**src/rtl/refsel_pkg.sv**
```systemverilog
package refsel_pkg;

  // An input is usable when no enabled alarm is raised.
  function automatic logic alarm_free(input logic los, input logic oof,
                                      input logic los_en, input logic oof_en);
    return !(los && los_en) && !(oof && oof_en);
  endfunction

  typedef enum logic [0:0] {ST_HOLD = 1'b0, ST_LOCK = 1'b1} sel_state_e;

endpackage

```
**src/rtl/refsel_qual.sv**
```systemverilog
module refsel_qual #(
  parameter int QUAL_W = 8
) (
  input  logic              clk,
  input  logic              rst_n,
  input  logic              raw_ok_i,
  input  logic [QUAL_W-1:0] qual_cycles_i,
  output logic              eligible_o
);
  logic [QUAL_W-1:0] run_q;

  always_ff @(posedge clk or negedge rst_n) begin
    if (!rst_n)                  run_q <= '0;
    else if (!raw_ok_i)          run_q <= '0;
    else if (run_q < qual_cycles_i) run_q <= run_q + 1'b1;
  end

  assign eligible_o = raw_ok_i && (run_q >= qual_cycles_i);


  run_clear_chk: assert property (@(posedge clk) disable iff (!rst_n)
    !raw_ok_i |=> (run_q == '0));
endmodule

```
**src/rtl/refsel_pick.sv**
```systemverilog
module refsel_pick #(
  parameter int N_IN   = 4,
  parameter int RANK_W = 3,
  localparam int IDX_W = $clog2(N_IN)
) (
  input  logic [N_IN-1:0]        elig_i,
  input  logic [N_IN*RANK_W-1:0] rank_i,
  output logic [IDX_W-1:0]       best_o,
  output logic                   found_o
);
  localparam logic [RANK_W-1:0] RANK_OFF = '1;
  logic [RANK_W-1:0] best_rank;

  always_comb begin
    found_o   = 1'b0;
    best_o    = '0;
    best_rank = RANK_OFF;
    for (int i = 0; i < N_IN; i++) begin
      if (elig_i[i] && rank_i[i*RANK_W +: RANK_W] != RANK_OFF &&
          (!found_o || rank_i[i*RANK_W +: RANK_W] < best_rank)) begin
        found_o   = 1'b1;
        best_o    = IDX_W'(i);
        best_rank = rank_i[i*RANK_W +: RANK_W];
      end
    end
  end
endmodule

```
**src/rtl/refsel_ctrl.sv**
```systemverilog
module refsel_ctrl
  import refsel_pkg::*;
#(
  parameter int N_IN = 4,
  localparam int IDX_W = $clog2(N_IN)
) (
  input  logic             clk,
  input  logic             rst_n,
  input  logic [N_IN-1:0]  qual_i,
  input  logic [IDX_W-1:0] best_i,
  input  logic             found_i,
  input  logic             auto_i,
  input  logic             revert_i,
  input  logic             src_reg_i,
  input  logic [IDX_W-1:0] sel_pins_i,
  input  logic [IDX_W-1:0] sel_reg_i,
  output logic [IDX_W-1:0] idx_o,
  output logic             hold_o,
  output logic             pulse_o
);
  sel_state_e       st_q, st_n;
  logic [IDX_W-1:0] idx_q, idx_n;
  logic             pulse_q, pulse_n;

  // Named events for the checks below.
  logic [IDX_W-1:0] man_tgt;
  logic             man_tgt_ok;
  logic             cur_ok;
  logic             need_move;

  assign man_tgt    = src_reg_i ? sel_reg_i : sel_pins_i;
  assign man_tgt_ok = (int'(man_tgt) < N_IN) && qual_i[man_tgt];
  assign cur_ok     = (st_q == ST_LOCK) && qual_i[idx_q];
  assign need_move  = auto_i && !cur_ok;

  always_comb begin
    st_n  = st_q;
    idx_n = idx_q;
    if (!auto_i) begin
      if (man_tgt_ok) begin
        st_n  = ST_LOCK;
        idx_n = man_tgt;
      end else begin
        st_n  = ST_HOLD;
      end
    end else if (need_move) begin
      if (found_i) begin
        st_n  = ST_LOCK;
        idx_n = best_i;
      end else begin
        st_n  = ST_HOLD;
      end
    end else if (revert_i && found_i && best_i != idx_q) begin
      idx_n = best_i;
    end
    pulse_n = (st_n == ST_LOCK) && ((st_q == ST_HOLD) || (idx_n != idx_q));
  end

  always_ff @(posedge clk or negedge rst_n) begin
    if (!rst_n) begin
      st_q    <= ST_HOLD;
      idx_q   <= '0;
      pulse_q <= 1'b0;
    end else begin
      st_q    <= st_n;
      idx_q   <= idx_n;
      pulse_q <= pulse_n;
    end
  end

  assign idx_o   = idx_q;
  assign hold_o  = (st_q == ST_HOLD);
  assign pulse_o = pulse_q;


  pulse_means_new_sel_chk: assert property (@(posedge clk) disable iff (!rst_n)
    pulse_q |-> ((st_q == ST_LOCK) && (($past(st_q) == ST_HOLD) || (idx_q != $past(idx_q)))));


  nonrevert_stay_chk: assert property (@(posedge clk) disable iff (!rst_n)
    (auto_i && !revert_i && cur_ok) |=> $stable(idx_q) && (st_q == ST_LOCK));


  auto_holdover_chk: assert property (@(posedge clk) disable iff (!rst_n)
    (auto_i && !cur_ok && !found_i) |=> (st_q == ST_HOLD));


  manual_holdover_chk: assert property (@(posedge clk) disable iff (!rst_n)
    (!auto_i && !man_tgt_ok) |=> ((st_q == ST_HOLD) && $stable(idx_q)));


  pick_eligible_chk: assert property (@(posedge clk) disable iff (!rst_n)
    found_i |-> qual_i[best_i]);
endmodule

```
**src/rtl/refsel_top.sv**
```systemverilog
module refsel_top
  import refsel_pkg::*;
#(
  parameter int N_IN   = 4,
  parameter int RANK_W = 3,
  parameter int QUAL_W = 8,
  localparam int IDX_W = $clog2(N_IN)
) (
  input  logic                   clk,
  input  logic                   rst_n,
  input  logic [N_IN-1:0]        los_i,
  input  logic [N_IN-1:0]        oof_i,
  input  logic [N_IN-1:0]        los_en_i,
  input  logic [N_IN-1:0]        oof_en_i,
  input  logic [N_IN*RANK_W-1:0] rank_i,
  input  logic [QUAL_W-1:0]      qual_cycles_i,
  input  logic                   auto_i,
  input  logic                   revert_i,
  input  logic                   src_reg_i,
  input  logic [IDX_W-1:0]       sel_pins_i,
  input  logic [IDX_W-1:0]       sel_reg_i,
  output logic [IDX_W-1:0]       sel_idx_o,
  output logic                   sel_valid_o,
  output logic                   holdover_o,
  output logic                   switch_pulse_o
);
  logic [N_IN-1:0]  raw_ok;
  logic [N_IN-1:0]  elig;
  logic [IDX_W-1:0] best;
  logic             found;
  logic             hold;

  for (genvar g = 0; g < N_IN; g++) begin : g_in
    assign raw_ok[g] = alarm_free(los_i[g], oof_i[g], los_en_i[g], oof_en_i[g]);
    refsel_qual #(.QUAL_W(QUAL_W)) u_qual (
      .clk           (clk),
      .rst_n         (rst_n),
      .raw_ok_i      (raw_ok[g]),
      .qual_cycles_i (qual_cycles_i),
      .eligible_o    (elig[g])
    );
  end

  refsel_pick #(.N_IN(N_IN), .RANK_W(RANK_W)) u_pick (
    .elig_i  (elig),
    .rank_i  (rank_i),
    .best_o  (best),
    .found_o (found)
  );

  refsel_ctrl #(.N_IN(N_IN)) u_ctrl (
    .clk        (clk),
    .rst_n      (rst_n),
    .qual_i     (elig),
    .best_i     (best),
    .found_i    (found),
    .auto_i     (auto_i),
    .revert_i   (revert_i),
    .src_reg_i  (src_reg_i),
    .sel_pins_i (sel_pins_i),
    .sel_reg_i  (sel_reg_i),
    .idx_o      (sel_idx_o),
    .hold_o     (hold),
    .pulse_o    (switch_pulse_o)
  );

  assign holdover_o  = hold;
  assign sel_valid_o = !hold;


  invalid_not_eligible_chk: assert property (@(posedge clk) disable iff (!rst_n)
    (((los_i & los_en_i) | (oof_i & oof_en_i)) & elig) == '0);


  valid_flag_chk: assert property (@(posedge clk) disable iff (!rst_n)
    sel_valid_o != holdover_o);
endmodule

```
**config.mk**
```make
export PLATFORM = sky130hd
export DESIGN_NAME = refsel_top
export DESIGN_NICKNAME = d
export VERILOG_FILES = /design/src/rtl/refsel_pkg.sv /design/src/rtl/refsel_qual.sv /design/src/rtl/refsel_pick.sv /design/src/rtl/refsel_ctrl.sv /design/src/rtl/refsel_top.sv
export SDC_FILE = /design/constraint.sdc
export NUM_CORES = 1
export LEC_CHECK = 0
export BUFFER_PORTS_ARGS = -buffer_cell sky130_fd_sc_hd__buf_2
export CORE_ASPECT_RATIO = 0.6
export CORE_MARGIN = 1
export CORE_UTILIZATION = 29
export DETAILED_ROUTE_END_ITERATION = 7
export MAX_ROUTING_LAYER = met4
export PLACE_DENSITY_LB_ADDON = 0.3
export SYNTH_ARGS = -nofsm -noshare
export SYNTH_HDL_FRONTEND = slang
export SYNTH_SLANG_ARGS = --single-unit
```
**constraint.sdc**
```tcl
create_clock -name clk -period 6.6 [get_ports clk]
set_input_delay 1.98 -clock clk [delete_from_list [all_inputs] [get_ports clk]]
set_output_delay 1.98 -clock clk [all_outputs]
set_load 0.01 [all_outputs]
```
==> key figures <==
Status
  – Status: complete, but fails checks
  – Failing checks: negative setup slack

CTS
  – Worst-skew pair later-pin latency: 0.29 ns
  – Clock Path Buffers: 2
  – # clock sinks: 36
  – CTS buffer count: 5
  – Clock Pin Slew Worst Setup and Hold Paths: 0.06 ns
  – CTS tree: yes
  – H-tree levels: 2
  – Root Driver: clkbuf_16

Worst hold path
  – Min-delay worst type: reg -> reg

Power
  – VDD IR-drop max: 0.09822 mV
  – Proportion of power drawn by the clock network: 35.5%
  – Internal: 473.5 uW
  – Power share of the combinational group: 26.6%
  – Power per Cell Area: 160.1 mW/mm2
  – Seq pwr share: 37.9%
  – Leak Pwr: roughly 2.1 nW
  – Total power: 685.8 uW
  – Switch share: 30.95%
  – Switching power: 212.3 uW

Final layout
  – Area Overhead vs Synth: 37.07%
  – FILL cells: 1002
  – Diode count: 0
  – Layout cells sized above 1: 32.48%
  – Layout Nets: 553

Place
  – GPL Wtd Cong: 0.8907
  – Post-detail-place hpwl: 7012 um
  – Port buffer count: 49

Logic synthesis
  – Sequential area share after synthesis: 28.82%
  – Ys async rst share: 100.0%
  – Post-synth EDFFs: 0
  – Synth unique cells: 57
  – Syn nets: approximately 440
  – Synthesized area: ~0.0031 mm2
  – Post-Syn Area per Cell: 8.755 um2
  – Number of synthesized register bits: 36
  – Ys Warns: 0
  – Most used DFF post-synth: dfrtp_1
  – Post-Syn Instances: 357

STA
  – Setup-failing EPs final: 1
  – Worst Slack Setup Final: -0.02088 ns
  – Period utilisation layout: 100.3%
  – Slew headroom: 43.88%
  – Least-Margin Pin Slew: ~0.84 ns
  – Layout Skew: 0.004473 ns
  – Unrepaired setup endpoints after global routing: true
  – Max-slew violation count: 0
  – Hold_ws: 0.5593 ns
  – Min Tclk post-route: 6.621 ns
  – Highest clock rate: 0.1510 GHz
  – Final Hold Vio Count: 0

Global route
  – Vias in the first global route: 3032
  – Grt ovf: 0
  – Largest net degree at the start of global routing: 37
  – Global-route wire length before repair: 15000 um
  – GRT Total Usage: 18.28%
  – Initial antenna violation count: 0

Worst setup path
  – Critical Path AT: 6.84 ns
  – CP Capture Type: flop
  – CP Max Fanout: 5
  – Reg2Reg Setup Slack: 1.29 ns
  – Critical Path Start Type: input pin
  – Setup CP Type: in -> reg
  – Worst EP required: roughly 7 ns

Route
  – DRC viols: 0
  – Vias/cell: 5.209
  – DRT antenna net count: 0
  – First-pass DRT Iterations: 5
  – Vias: between 3000 and 4000
  – DRT iter0 DRCs: 245
  – Wire per inst: 15.60 um
  – Routed WL: 9405 um

Flow run
  – # Max-Cap Violations: 0

Floorplan
  – Top-Level Pins: 50
  – Initial Util: 30.76%
  – Cell Rows: 28
  – Core area: 0.01016 mm2
  – Die extent in x: ~140 um
  – Die height: around 82 um
  – Die area: approximately 0.011 mm2
==> stage by stage <==
step | utilization (%) | setup slack, ns | area [um2] | setup TNS (ns) | cells
after global routing | 42.17 | -0.2444 | 4284 | -0.2667 | 603
after global placement | 36.42 | -0.2134 | 3700 | -0.2390 | 559
after floorplan | - | 0.01278 | 3139 | 0 | 357
final | 42.17 | -0.02088 | 4284 | -0.02088 | 603
after CTS | 40.84 | -0.0003015 | 4149 | -0.0003015 | 602
after detailed placement | 36.42 | -0.4399 | 3700 | -0.8457 | 559
==> power by group through the flow <==
stage	clock (mW)	sequential, mW	combinational, mW
floorplan	0	0.257	0.0987
global placement	0	0.263	0.154
detailed placement	0	0.263	0.161
CTS	0.248	0.259	0.171
global route	0.259	0.263	0.206
finish	0.243	0.260	0.183
==> cells in the final DEF (no fill, tap or decap), types with 3 or more instances in the layout <==
cell type  instances
or3_4              4
buf_2             49
o21ai_1            5
ha_4               5
xor2_1            18
mux2i_1            6
nand4_1           10
inv_2              5
nor2_1            46
o211ai_1           4
dfrtp_1           36
o211a_1            3
nor3_1             7
nand2b_1           3
buf_4             57
o21a_1             7
a21oi_1           13
o21ai_2            3
a311oi_1           3
nand3_1           17
o21ai_0            9
and4_1             3
or3_1              4
ha_1              36
xnor2_1            8
a21o_1             6
and3_1             7
inv_1             22
a22o_1             5
a22oi_1            3
clkbuf_16          5
nand2_1           13
a21oi_2            5
==> worst max-delay path, stage by stage <==
cell	delay, ns
buf_2	0.07
inv_1	0.05
ha_1	0.32
inv_1	0.08
o21ai_2	0.22
a21oi_2	0.09
or3_4	0.34
inv_1	0.06
ha_1	0.24
a21oi_2	0.16
nor4_2	0.07
or3_4	0.37
mux2i_4	0.20
ha_1	0.31
a21o_1	0.22
a2111oi_4	0.20
a22oi_2	0.11
inv_2	0.09
nor2_1	0.04
a21oi_1	0.12
ha_1	0.26
o21a_1	0.18
o22ai_2	0.11
a31oi_2	0.09
o221a_4	0.27
or4_4	0.48
nand4_1	0.10
==> state kept, by name, indices dropped and copies added, names as in the netlist <==
| signal | cells |
|---|---|
| u_ctrl.pulse_o | 1 |
| u_ctrl.idx_o | 2 |
| u_ctrl.st_q | 1 |
| g_in.u_qual.run_q | 32 |
==> cell type report <==
class | instances | area [um2] | area share [%]
multi-input cells | 291 | 2293 | 53.53
inverters | 27 | 101.3 | 2.366
well taps | 135 | 168.9 | 3.943
clock buffers | 8 | 146.4 | 3.417
repair buffers | 106 | 673.1 | 15.71
flip-flops and latches | 36 | 900.9 | 21.03
==> synth_stat cells, types with 4 or more instances <==
cell type  number  share of area (%)
o211ai_1        4               0.96
nand4_1        10                2.0
or3_1           5                1.0
nand3_1        17                2.7
o21a_1          7                1.7
ha_1           41                 16
nand2_1        13                1.6
a21o_1          6                1.4
dfrtp_1        36                 29
xnor2_1         8                2.2
o21ai_0        12                1.9
nor2_1         47                5.6
o21ai_1         5               0.80
xor2_1         18                5.0
and3_1          8                1.6
inv_1          26                3.1
a22o_1          5                1.4
a21oi_1        17                2.7
a22oi_1         4               0.96
mux2i_1         7                2.2
nor3_1          7                1.1
==> path summary, 6_finish.rpt <==
path	from	endpoint	depth (start not counted)
setup / recovery	qual_cycles_i[1]	u_ctrl.pulse_o	27
hold / removal	g_in[2].u_qual.run_q[7]	g_in[2].u_qual.run_q[7]	2
setup reg to reg	g_in[0].u_qual.run_q[5]	u_ctrl.pulse_o	25
hold reg to reg	g_in[2].u_qual.run_q[7]	g_in[2].u_qual.run_q[7]	2
max in group asynchronous	rst_n	g_in[1].u_qual.run_q[0]	1
min in group asynchronous	rst_n	g_in[3].u_qual.run_q[4]	1
==> cell families after synthesis <==
kind of cell | synth area share [%]
compound gates | 19.50
xor+xnor | 7.286
fa+ha+maj | 16.73
buf+inv | 3.603
flops | 28.82
mux | 2.962
simple gates | 21.10
==> repair_timing <==
action,CTS,global route
hold buffers,0,0
setup buffers,35,4
pin swaps,5,12
setup endpoints to repair,1,11
resized for setup,8,24
==> metal layers <==
layer | track usage (%) | up-vias | share of wire [%]
met1 | 24.55 | 1492 | 49
li1 | - | 1534 | -
met2 | 26.29 | 93 | 43
met3 | 3.968 | 22 | 5.6
met5 | - | - | 0
met4 | 8.000 | 0 | 2.4
No activity file was read; power rests on OpenSTA's default activity.
